===== config.mk =====
export PLATFORM = sky130hd
export DESIGN_NAME = ms_watchdog_regs
export DESIGN_NICKNAME = d
export VERILOG_FILES = /design/src/rtl/ms_watchdog_regs.sv
export SDC_FILE = /design/constraint.sdc
export NUM_CORES = 1
export LEC_CHECK = 0
export BUFFER_PORTS_ARGS = -buffer_cell sky130_fd_sc_hd__clkbuf_2
export CAP_MARGIN = 15
export CORE_MARGIN = 2
export CORE_UTILIZATION = 30
export DETAILED_ROUTE_END_ITERATION = 10
export PLACE_DENSITY = 0.53
export SLEW_MARGIN = 20
export SYNTH_ARGS = -nofsm -noshare
export SYNTH_HDL_FRONTEND = slang
export SYNTH_SLANG_ARGS = --single-unit

===== constraint.sdc =====
create_clock -name clk -period 4.5 [get_ports clk]
set_input_delay 0.225 -clock clk [delete_from_list [all_inputs] [get_ports clk]]
set_output_delay 0.225 -clock clk [all_outputs]
set_load 0.05 [all_outputs]

===== src/rtl/ms_watchdog_regs.sv =====
module ms_watchdog_regs #(
  parameter int CLKS_PER_MS = 100000,
  parameter int THR_W       = 16,
  parameter logic [7:0] A_STAT   = 8'h19,
  parameter logic [7:0] A_THR_LO = 8'h1A,
  parameter logic [7:0] A_THR_HI = 8'h1B
) (
  input  logic       clk,
  input  logic       rst_n,
  input  logic [7:0] bus_addr,
  input  logic       bus_wr,
  input  logic       bus_rd,
  input  logic [7:0] bus_wdata,
  output logic [7:0] bus_rdata,
  input  logic       ev_timeout_in,
  input  logic       ev_pretimeout_in,
  output logic       wd_bite
);
  localparam int DIV_W = (CLKS_PER_MS > 1) ? $clog2(CLKS_PER_MS) : 1;
  localparam logic [DIV_W-1:0] DIV_LAST = DIV_W'(CLKS_PER_MS - 1);

  logic [THR_W-1:0] thr_q, ms_cnt;
  logic [DIV_W-1:0] div_cnt;
  logic [1:0]       ev_prev, ev_stat;

  wire wr_stat = bus_wr && (bus_addr == A_STAT);
  wire wr_lo   = bus_wr && (bus_addr == A_THR_LO);
  wire wr_hi   = bus_wr && (bus_addr == A_THR_HI);
  wire kick    = wr_lo || wr_hi;
  wire wd_off  = (thr_q == '0);
  wire ms_tick = (div_cnt == DIV_LAST);
  wire expire  = ms_tick && (ms_cnt + 1'b1 == thr_q);
  wire [1:0] ev_now  = {ev_pretimeout_in, ev_timeout_in};
  wire [1:0] ev_rise = ev_now & ~ev_prev;

  always_ff @(posedge clk or negedge rst_n) begin
    if (!rst_n) begin
      thr_q <= THR_W'(16'h00FF);
    end else begin
      if (wr_lo) thr_q[7:0]  <= bus_wdata;
      if (wr_hi) thr_q[15:8] <= bus_wdata;
    end
  end

  always_ff @(posedge clk or negedge rst_n) begin
    if (!rst_n) begin
      div_cnt <= '0;
      ms_cnt  <= '0;
      wd_bite <= 1'b0;
    end else if (kick || wd_off) begin
      div_cnt <= '0;
      ms_cnt  <= '0;
      wd_bite <= 1'b0;
    end else begin
      div_cnt <= ms_tick ? '0 : div_cnt + 1'b1;
      wd_bite <= expire;
      if (expire)       ms_cnt <= '0;
      else if (ms_tick) ms_cnt <= ms_cnt + 1'b1;
    end
  end

  always_ff @(posedge clk or negedge rst_n) begin
    if (!rst_n) begin
      ev_prev <= '0;
      ev_stat <= '0;
    end else begin
      ev_prev <= ev_now;
      ev_stat <= (ev_stat & ~(wr_stat ? bus_wdata[1:0] : 2'b00)) | ev_rise;
    end
  end

  always_comb begin
    bus_rdata = 8'h00;
    if (bus_rd) begin
      case (bus_addr)
        A_STAT:   bus_rdata = {6'b0, ev_stat};
        A_THR_LO: bus_rdata = thr_q[7:0];
        A_THR_HI: bus_rdata = thr_q[15:8];
        default:  bus_rdata = 8'h00;
      endcase
    end
  end

  initial assert (CLKS_PER_MS >= 2 && THR_W == 16);

  p_no_bite_off_r2: assert property (@(posedge clk) disable iff (!rst_n)
    wd_off |=> !wd_bite);
  p_kick_restart_r3: assert property (@(posedge clk) disable iff (!rst_n)
    kick |=> (ms_cnt == '0 && div_cnt == '0 && !wd_bite));
  p_bite_single_r4: assert property (@(posedge clk) disable iff (!rst_n)
    wd_bite |=> !wd_bite);
  p_bite_cnt_zero_r4: assert property (@(posedge clk) disable iff (!rst_n)
    wd_bite |-> (ms_cnt == '0));
  p_rise_set_r6: assert property (@(posedge clk) disable iff (!rst_n)
    ev_rise[0] |=> ev_stat[0]);
  p_set_wins_r8: assert property (@(posedge clk) disable iff (!rst_n)
    (ev_rise[1] && wr_stat && bus_wdata[1]) |=> ev_stat[1]);
  p_w1c_r7: assert property (@(posedge clk) disable iff (!rst_n)
    (wr_stat && bus_wdata[0] && !ev_rise[0]) |=> !ev_stat[0]);
  p_rsvd_zero_r9: assert property (@(posedge clk) disable iff (!rst_n)
    (bus_rd && bus_addr == A_STAT) |-> (bus_rdata[7:2] == 6'b0));
  p_idle_read_r10: assert property (@(posedge clk) disable iff (!rst_n)
    !bus_rd |-> (bus_rdata == 8'h00));
endmodule


==> flow_summary.toml, run 1 <==
[placed_design]
port_buffers = 30
dp_hpwl_mm = 6.34
place_congestion = 0.903
dp_slack_ns = 1.09

[setup_path]
path_max_fanout = 16
crit_required_ns = 4.69
critPathKind = "reg -> reg"
startpoint_type = "register"
crit_arrival_ns = 3.59
worst_setup_path_end_kind = "register"

[outcome]
outcome = "finished clean"

[clock_network]
clkTransAtPathRegs_ns = 0.08
clockBufferDepth = 2
cts_max_level = 2
cts_resized = 0
cts_sinks = 54
post-cts-setup-buffer-count = 0
tritoncts = "built"
clkLatencyLatePin_ns = 0.30
cts_hold_buffers = 0
clock-root-buffer = "clkbuf_16"
cts-buffers-inserted = 5

[yosys]
yosysWarnings = 0
synth_top_cell_by_area = "dfrtp_1"
synthDistinctLibCells = 51
synth_cells = 364
synthArstFlopShare_pct = 100
synth-seq-cells = 54
synth_top_family_by_area = "simple AND/OR/NAND/NOR gates"
synth_compound_area_share_pct = 13.8
muxShareOfSynthArea_pct = 7.10
ys_top_cells_by_area = "dfrtp_1, dfstp_2, mux2_2"
synth-xor-area-share_pct = 8.54
syn_nets = 388
synthFlopType = "dfrtp_1"
synth_top_cell_area_share_pct = 34.0
synth-edff-count = 0
yosysSeqAreaShare_pct = 40.2
yosys.area_share.simple_pct = 25.6
avgSynthCellArea_um2 = 9.30
yosys.area_share.adder_pct = 0.739
synth_area_um2 = 3380

[route]
via_per_inst = 5.35
route.detailed.drc = 0
antenna_left = 0
wl_mm = 8.50
drtIter0Drc = 278
vias = 2819
routedWlPerCell_um = 16.1
firstDrtPassIters = 4

[floorplanning]
dieHeight_um = 110
die_x_um = 110
die_area_um2 = 12100
ios = 31
core_area_um2 = 10900
fp-row-count = 38
initial_core_util_pct = 30.9

[pwr]
ir_worst_vdd_uv = 130
total_power_mw = 1.08
p_leak_nw = 1.57
powerDensity_nw_per_um2 = 287

[sta]
rsz0062_at_grt = "false"
setup_tns_ns = 0
setup_viol = 0
period_share_pct = 75.8
worst_slew_pin_slew_ns = 0.750
finalCriticalPeriod_ns = 3.41
skew_ns = 0.00870
setup_slack_ns = 1.09
hold_viol_final = 0
final-max-slew-violation-count = 0
max_freq_ghz = 0.293
relSlewSlack_pct = 49.9

[global_route]
grt-ovfl-total = 0
grt_pass1_wl_mm = 14.4
antenna_found_initial = 0
grt_start_max_net_pins = 55
grt_pass1_vias = 2765
track_usage_pct = 15.2

[final_layout]
fillerInstances = 1157
drive_gt1_share_pct = 19.4
nets = 410
antenna_cells = 0
syn_to_final_growth_pct = 11.6

[job]
maxCapViolations = 0

[hold_path]
hold_class = "in -> reg"
[logic make-up (layout without fill, tap and decap cells)]
kind of cell / after synthesis / count (layout)
mux: 22 / 22
flops: 54 / 54
compound gates: 65 / 65
xor+xnor: 33 / 33
fa+ha+maj: 2 / 2
buf+inv: 26 / 49
simple gates: 162 / 162
[cell type report]
cell class / instances / area [um2] / share of cell area [%]
well taps: 140 / 175 / 4.64
repair buffers: 34 / 180 / 4.77
clock buffers: 5 / 125 / 3.31
clock inverters: 3 / 23.8 / 0.629
inverters: 7 / 26.3 / 0.696
multi-input cells: 284 / 1890 / 49.9
flip-flops and latches: 54 / 1360 / 36.0
[critical path: stages (launching register included)]
cell and delay [ns]:
dfrtp_1 0.50, ha_1 0.35, nand4_1 0.29, or4_1 0.57
a21oi_1 0.19, o21bai_1 0.13, or4_1 0.51, nand3_2 0.39
o41ai_1 0.36
[power by group]
part	internal, mW	leakage (nW)	switching [mW]
Clock	0.209	0.0664	0.183
Combinational	0.0567	0.796	0.104
Sequential	0.507	0.706	0.0234
[Yosys cell counts (5+ instances only)]
library cell / count
dfrtp_1: 46
nor2b_1: 7
o21ai_1: 5
a21oi_1: 6
o21ai_0: 12
inv_1: 7
a22oi_1: 11
nor2_1: 43
xor2_1: 18
nand2_1: 25
nor4_1: 8
nand4_1: 13
xnor2_1: 15
buf_2: 8
and3_1: 15
nand3_1: 20
mux2_2: 16
dfstp_2: 8
nand2b_1: 6
o31ai_1: 11
and4_1: 5
mux2i_1: 6
[registers in the layout, indices dropped and copies added, names as in the netlist]
signal and cells:
ev_prev 2, ms_cnt 16, ev_stat 2, wd_bite 1
div_cnt 17, thr_q 16
[placed cells by master (no fill, tap or decap), types with 13 or more instances in the layout]
cell,n
mux2_2,16
dfrtp_1,46
and3_1,15
nor2_1,43
nand4_1,13
xor2_1,18
nand2_1,25
nand3_1,20
xnor2_1,15
clkbuf_2,30
[metrics by stage]
| step | cell area (um2) | hold WS [ns] | util [%] | cells |
|---|---|---|---|---|
| floorplan | 3380 | -0.0706 | - | 364 |
| CTS | 3780 | 0.0468 | 34.5 | 527 |
| finish | 3780 | 0.0504 | 34.5 | 527 |
| global placement | 3630 | 0.354 | 33.2 | 519 |
| detailed placement | 3630 | 0.356 | 33.2 | 519 |
| global route | 3780 | 0.0494 | 34.5 | 527 |
[worst paths after layout]
check                                 start     endpoint  slack, ns  depth (start not counted)
min in group asynchronous             rst_n  div_cnt[10]       0.06                          2
max in group asynchronous             rst_n   ms_cnt[10]       3.99                          2
max reg2reg                       ms_cnt[0]   ms_cnt[11]       1.09                          8
max                               ms_cnt[0]   ms_cnt[11]       1.09                          8
min                        ev_pretimeout_in   ev_prev[1]       0.05                          1
min reg2reg                      ev_prev[0]   ev_stat[0]       0.42                          1
[routing by layer]
| layer | vias to the layer above | global-route usage (%) | wire [um] |
|---|---|---|---|
| met2 | 74 | 23.2 | 3780 |
| met3 | 16 | 2.65 | 407 |
| li1 | 1379 | - | - |
| met5 | - | 0 | 0 |
| met1 | 1350 | 21.5 | 4110 |
| met4 | 0 | 5.71 | 208 |
(Power assumes the default switching activity.)
==> run 2: changes to the inputs <==
Settings changed: PLACE_DENSITY 0.53 to 0.55.
Clock period 4.5 ns to 2.9 ns, I/O delays scaled along.
==> flow_summary.toml, run 2 (synthesized netlist as in run 1, its figures left out) <==
[placed_design]
place_congestion = 0.924
place_area_um2 = 3820
numPlacedInstances = 545
port_buffers = 30
dp_hpwl_mm = 6.71

[clock_network]
clock-root-buffer = "clkbuf_16"
cts_sinks = 54
tritoncts = "built"
cts_max_level = 2
clockBufferDepth = 2
clkTransAtPathRegs_ns = 0.07
clkLatencyLatePin_ns = 0.30
cts-buffers-inserted = 5

[setup_path]
cp-startpoint = "ms_cnt[6]"
critical-path-top-delay-family = "simple AND/OR/NAND/NOR gates"
rr_worst_depth = 9
path_cells = "buf_4 -> nand4_1 -> or4_4 -> o311ai_4 -> o21bai_1 -> or4_4 -> buf_4 -> a32oi_1 -> o21ai_1"
path_max_fanout = 6
r2r_start = "ms_cnt[6]"
slowest_delay_ns = 0.53
r2r-end = "ms_cnt[7]"
crit_arrival_ns = 2.94
crit_required_ns = 3.08
cp_slowest_cell = "or4_4"
path_buf_inv = 2
startpoint_type = "register"
rrSetupSlack_ns = 0.14
critPathKind = "reg -> reg"
worst_setup_path_end_kind = "register"

[final_layout]
largest_reg_flops = 17
postLayoutCellArea_um2 = 4070
top_register = "div_cnt"
finalNonFillerCells = 557
largestRegisters = "div_cnt (17), ms_cnt (16), thr_q (16)"
layout_common_cells = "dfrtp_1, nor2_1, buf_4"
mostFrequentLayoutCell = "dfrtp_1"
drive_gt1_share_pct = 25.4
antenna_cells = 0
syn_to_final_growth_pct = 20.2
nets = 440

[sta]
relSlewSlack_pct = 36.5
max_freq_ghz = 0.362
hold_viol_final = 0
final-max-slew-violation-count = 0
skew_ns = 0.00742
setup_viol = 0
period_share_pct = 95.2
worst_slew_pin_slew_ns = 0.948
finalCriticalPeriod_ns = 2.76
setup_tns_ns = 0

[global_route]
antenna_found_initial = 0
track_usage_pct = 15.8
grt_start_max_net_pins = 33
grt-ovfl-total = 0
grt_pass1_wl_mm = 14.9
grt_pass1_vias = 2915

[hold_path]
hold_class = "in -> reg"
worstHoldStart = "bus_wdata[3]"
min_path_cells = 2
hold_path_end = "thr_q[11]"

[route]
routedWlPerCell_um = 15.8
drtIter0Drc = 293
vias = 2959
antenna_left = 0
wl_mm = 8.82
via_per_inst = 5.31
route.detailed.drc = 0
firstDrtPassIters = 4

[floorplanning]
die_area_um2 = 12100
core_area_um2 = 10900
dieHeight_um = 110
fp-row-count = 38
ios = 31
die_x_um = 110
initial_core_util_pct = 30.9

[pwr]
p_leak_nw = 1.74
total_power_mw = 1.79
powerDensity_nw_per_um2 = 441
ir_worst_vdd_uv = 241

[job]
maxCapViolations = 0

[outcome]
outcome = "finished clean"
## run 2: changes by cell type in the layout (fill, tap and decap cells not counted), sizes merged
cell / delta
buf: +27
bufinv: +1
clkbuf: +1
clkinvlp: -1
dlygate4sd3: +3
inv: -1
## run 2: layout make-up
cell class,instances,area (um2)
flip-flops and latches,54,1360
clock buffers,6,129
multi-input cells,284,1920
well taps,140,175
repair buffers,64,413
inverters,7,26.3
clock inverters,2,37.5
fillers,1131,6870
## run 2: power by group
group | leakage (nW) | switching (mW) | total, mW | internal [mW]
registers | 0.705 | 0.0340 | 0.821 | 0.787
logic | 0.959 | 0.176 | 0.280 | 0.103
clock network | 0.0771 | 0.283 | 0.692 | 0.408
total | 1.74 | 0.494 | 1.79 | 1.30
## run 2: per-layer routing
layer,vias up,track usage [%],part of all wire [%]
met3,10,2.23,4.2
met2,66,24.5,46
met1,1450,22.7,48
li1,1433,-,-
met5,-,0,0
met4,0,5.27,1.6
## run 2: worst max-delay path by stage
stage	endpoint	depth (start not counted)
2_1_floorplan	ms_cnt[3]	10
3_3_place_gp	ms_cnt[7]	9
3_5_place_dp	ms_cnt[7]	9
4_1_cts	ms_cnt[7]	9
5_1_grt	ms_cnt[7]	9
6_report	ms_cnt[7]	9
## run 2: stage by stage
stage                     util, %  hold WS [ns]  worst slack, ns
after floorplan                 -        -0.151            0.264
after global placement       35.0         0.262           0.0910
after detailed placement     35.0         0.265           0.0385
after CTS                    36.8        0.0914           0.0321
after global routing         37.2        0.0923         -0.00762
final                        37.2        0.0934            0.139
## run 2: what timing repair did
item                                    in CTS  in global routing
gates resized for setup                      0                  8
endpoints found under the setup margin       0                 16
hold buffers                                 3                  0
buffers inserted                             0                  1
hold endpoints to repair                    25                  0
==> run 3: changes to the inputs <==
Settings changed: PLACE_DENSITY 0.55 to 0.53.
Clock period 2.9 ns to 2.7 ns, I/O delays scaled along.
==> flow_summary.toml, run 3 (synthesized netlist as in run 1, its figures left out) <==
[outcome]
outcome = "finished clean"

[floorplanning]
die_area_um2 = 12100
fp-row-count = 38
core_area_um2 = 10900
dieHeight_um = 110
die_x_um = 110
initial_core_util_pct = 30.9
ios = 31

[pwr]
powerDensity_nw_per_um2 = 452
total_power_mw = 1.95
ir_worst_vdd_uv = 245
p_leak_nw = 1.85

[route]
wl_mm = 9.32
antenna_left = 0
vias = 3014
routedWlPerCell_um = 16.2
route.detailed.drc = 0
drtIter0Drc = 236
firstDrtPassIters = 4
via_per_inst = 5.22

[setup_path]
rrSetupSlack_ns = 0.07
critical-path-top-delay-family = "simple AND/OR/NAND/NOR gates"
r2r_start = "ms_cnt[1]"
path_max_fanout = 6
slowest_delay_ns = 0.58
worst_setup_path_end_kind = "register"
crit_arrival_ns = 2.81
critPathKind = "reg -> reg"
crit_required_ns = 2.88
rr_worst_depth = 10
cp_slowest_cell = "or4_4"
path_cells = "ha_2 -> buf_4 -> nand2b_1 -> a31o_2 -> o22ai_4 -> nand4_1 -> or4_4 -> buf_6 -> a32oi_1 -> o21ai_1"
r2r-end = "ms_cnt[2]"
startpoint_type = "register"
path_buf_inv = 2

[global_route]
antenna_found_initial = 0
grt_pass1_vias = 2931
track_usage_pct = 16.4
grt-ovfl-total = 0
grt_start_max_net_pins = 24
grt_pass1_wl_mm = 15.2

[final_layout]
top_register = "div_cnt"
largestRegisters = "div_cnt (17), ms_cnt (16), thr_q (16)"
drive_gt1_share_pct = 31.6
antenna_cells = 0
largest_reg_flops = 17
mostFrequentLayoutCell = "buf_4"
layout_common_cells = "buf_4, nor2_1, dfrtp_1"
syn_to_final_growth_pct = 27.4
nets = 460

[sta]
final-max-slew-violation-count = 0
finalCriticalPeriod_ns = 2.63
setup_viol = 0
hold_viol_final = 0
setup_slack_ns = 0.0735
skew_ns = 0.00753
worst_slew_pin_slew_ns = 0.779
relSlewSlack_pct = 47.9
max_freq_ghz = 0.381
period_share_pct = 97.3
rsz0062_at_grt = "true"

[clock_network]
clock-root-buffer = "clkbuf_16"
cts_sinks = 54
clkTransAtPathRegs_ns = 0.08
cts-buffers-inserted = 5
tritoncts = "built"
clockBufferDepth = 2
cts_max_level = 2
clkLatencyLatePin_ns = 0.30

[job]
maxCapViolations = 0

[placed_design]
port_buffers = 30
dp_hpwl_mm = 7.11
place_congestion = 0.894
dp_slack_ns = -0.189

[hold_path]
worstHoldStart = "bus_wdata[5]"
hold_class = "in -> reg"
hold_path_end = "thr_q[13]"
min_path_cells = 2
run 3: changes by cell type in the layout (fill, tap and decap cells not counted), moves of 2 or more:
cell     previous run  this run
buf_4              31        46
buf_6               0         4
dfrtp_1            45        43
dfrtp_2             1         3
nand3_2             0         2
nor4_1              8         6
nor4_2              0         2
run 3: layout make-up:
| class | instances | area, um2 |
|---|---|---|
| clock inverter | 3 | 48.8 |
| multi-input combinational | 284 | 1980 |
| sequential | 54 | 1370 |
| clock buffer | 5 | 125 |
| fill | 1117 | 6630 |
| inverter | 7 | 26.3 |
| tap | 140 | 175 |
| timing repair buffer | 84 | 591 |
run 3: metal layers:
metal	share of wire (%)	GRT usage, %
met5	0	0
met1	47	22.2
met2	47	26.2
met3	4.0	3.17
met4	1.4	5.54
run 3: power breakdown:
part           switching, mW  leakage (nW)  internal, mW
clock                  0.321        0.0819         0.445
combinational          0.187          1.07         0.114
sequential            0.0374         0.701         0.845
run 3: through the flow:
step	util (%)	hold slack (ns)	cell area, um2	std cells	TNS (ns)
after global placement	36.2	0.0698	3960	561	-2.03
after floorplan	-	-0.161	3380	364	0
final	39.4	0.0761	4310	577	0
after CTS	38.3	0.0743	4180	573	0
after detailed placement	36.2	0.0788	3960	561	-2.28
after global routing	39.4	0.0796	4310	577	-0.326
run 3: how the worst max path moves through the flow:
stage	startpoint	endpoint	slack [ns]	cells past startpoint
detailed placement	ms_cnt[0]	ms_cnt[7]	-0.19	9
global placement	ms_cnt[0]	ms_cnt[7]	-0.19	9
finish	ms_cnt[1]	ms_cnt[2]	0.07	10
global route	thr_q[8]	ms_cnt[13]	-0.05	8
floorplan	ms_cnt[1]	ms_cnt[3]	0.06	10
CTS	ms_cnt[0]	ms_cnt[7]	0.02	9
run 3: timing repair:
item                       CTS  global route
buffers inserted             1             4
setup endpoints to repair   16            17
hold endpoints to repair    13             0
hold buffers                 3             0
gates resized for setup      4            21
pin swaps                    1             7
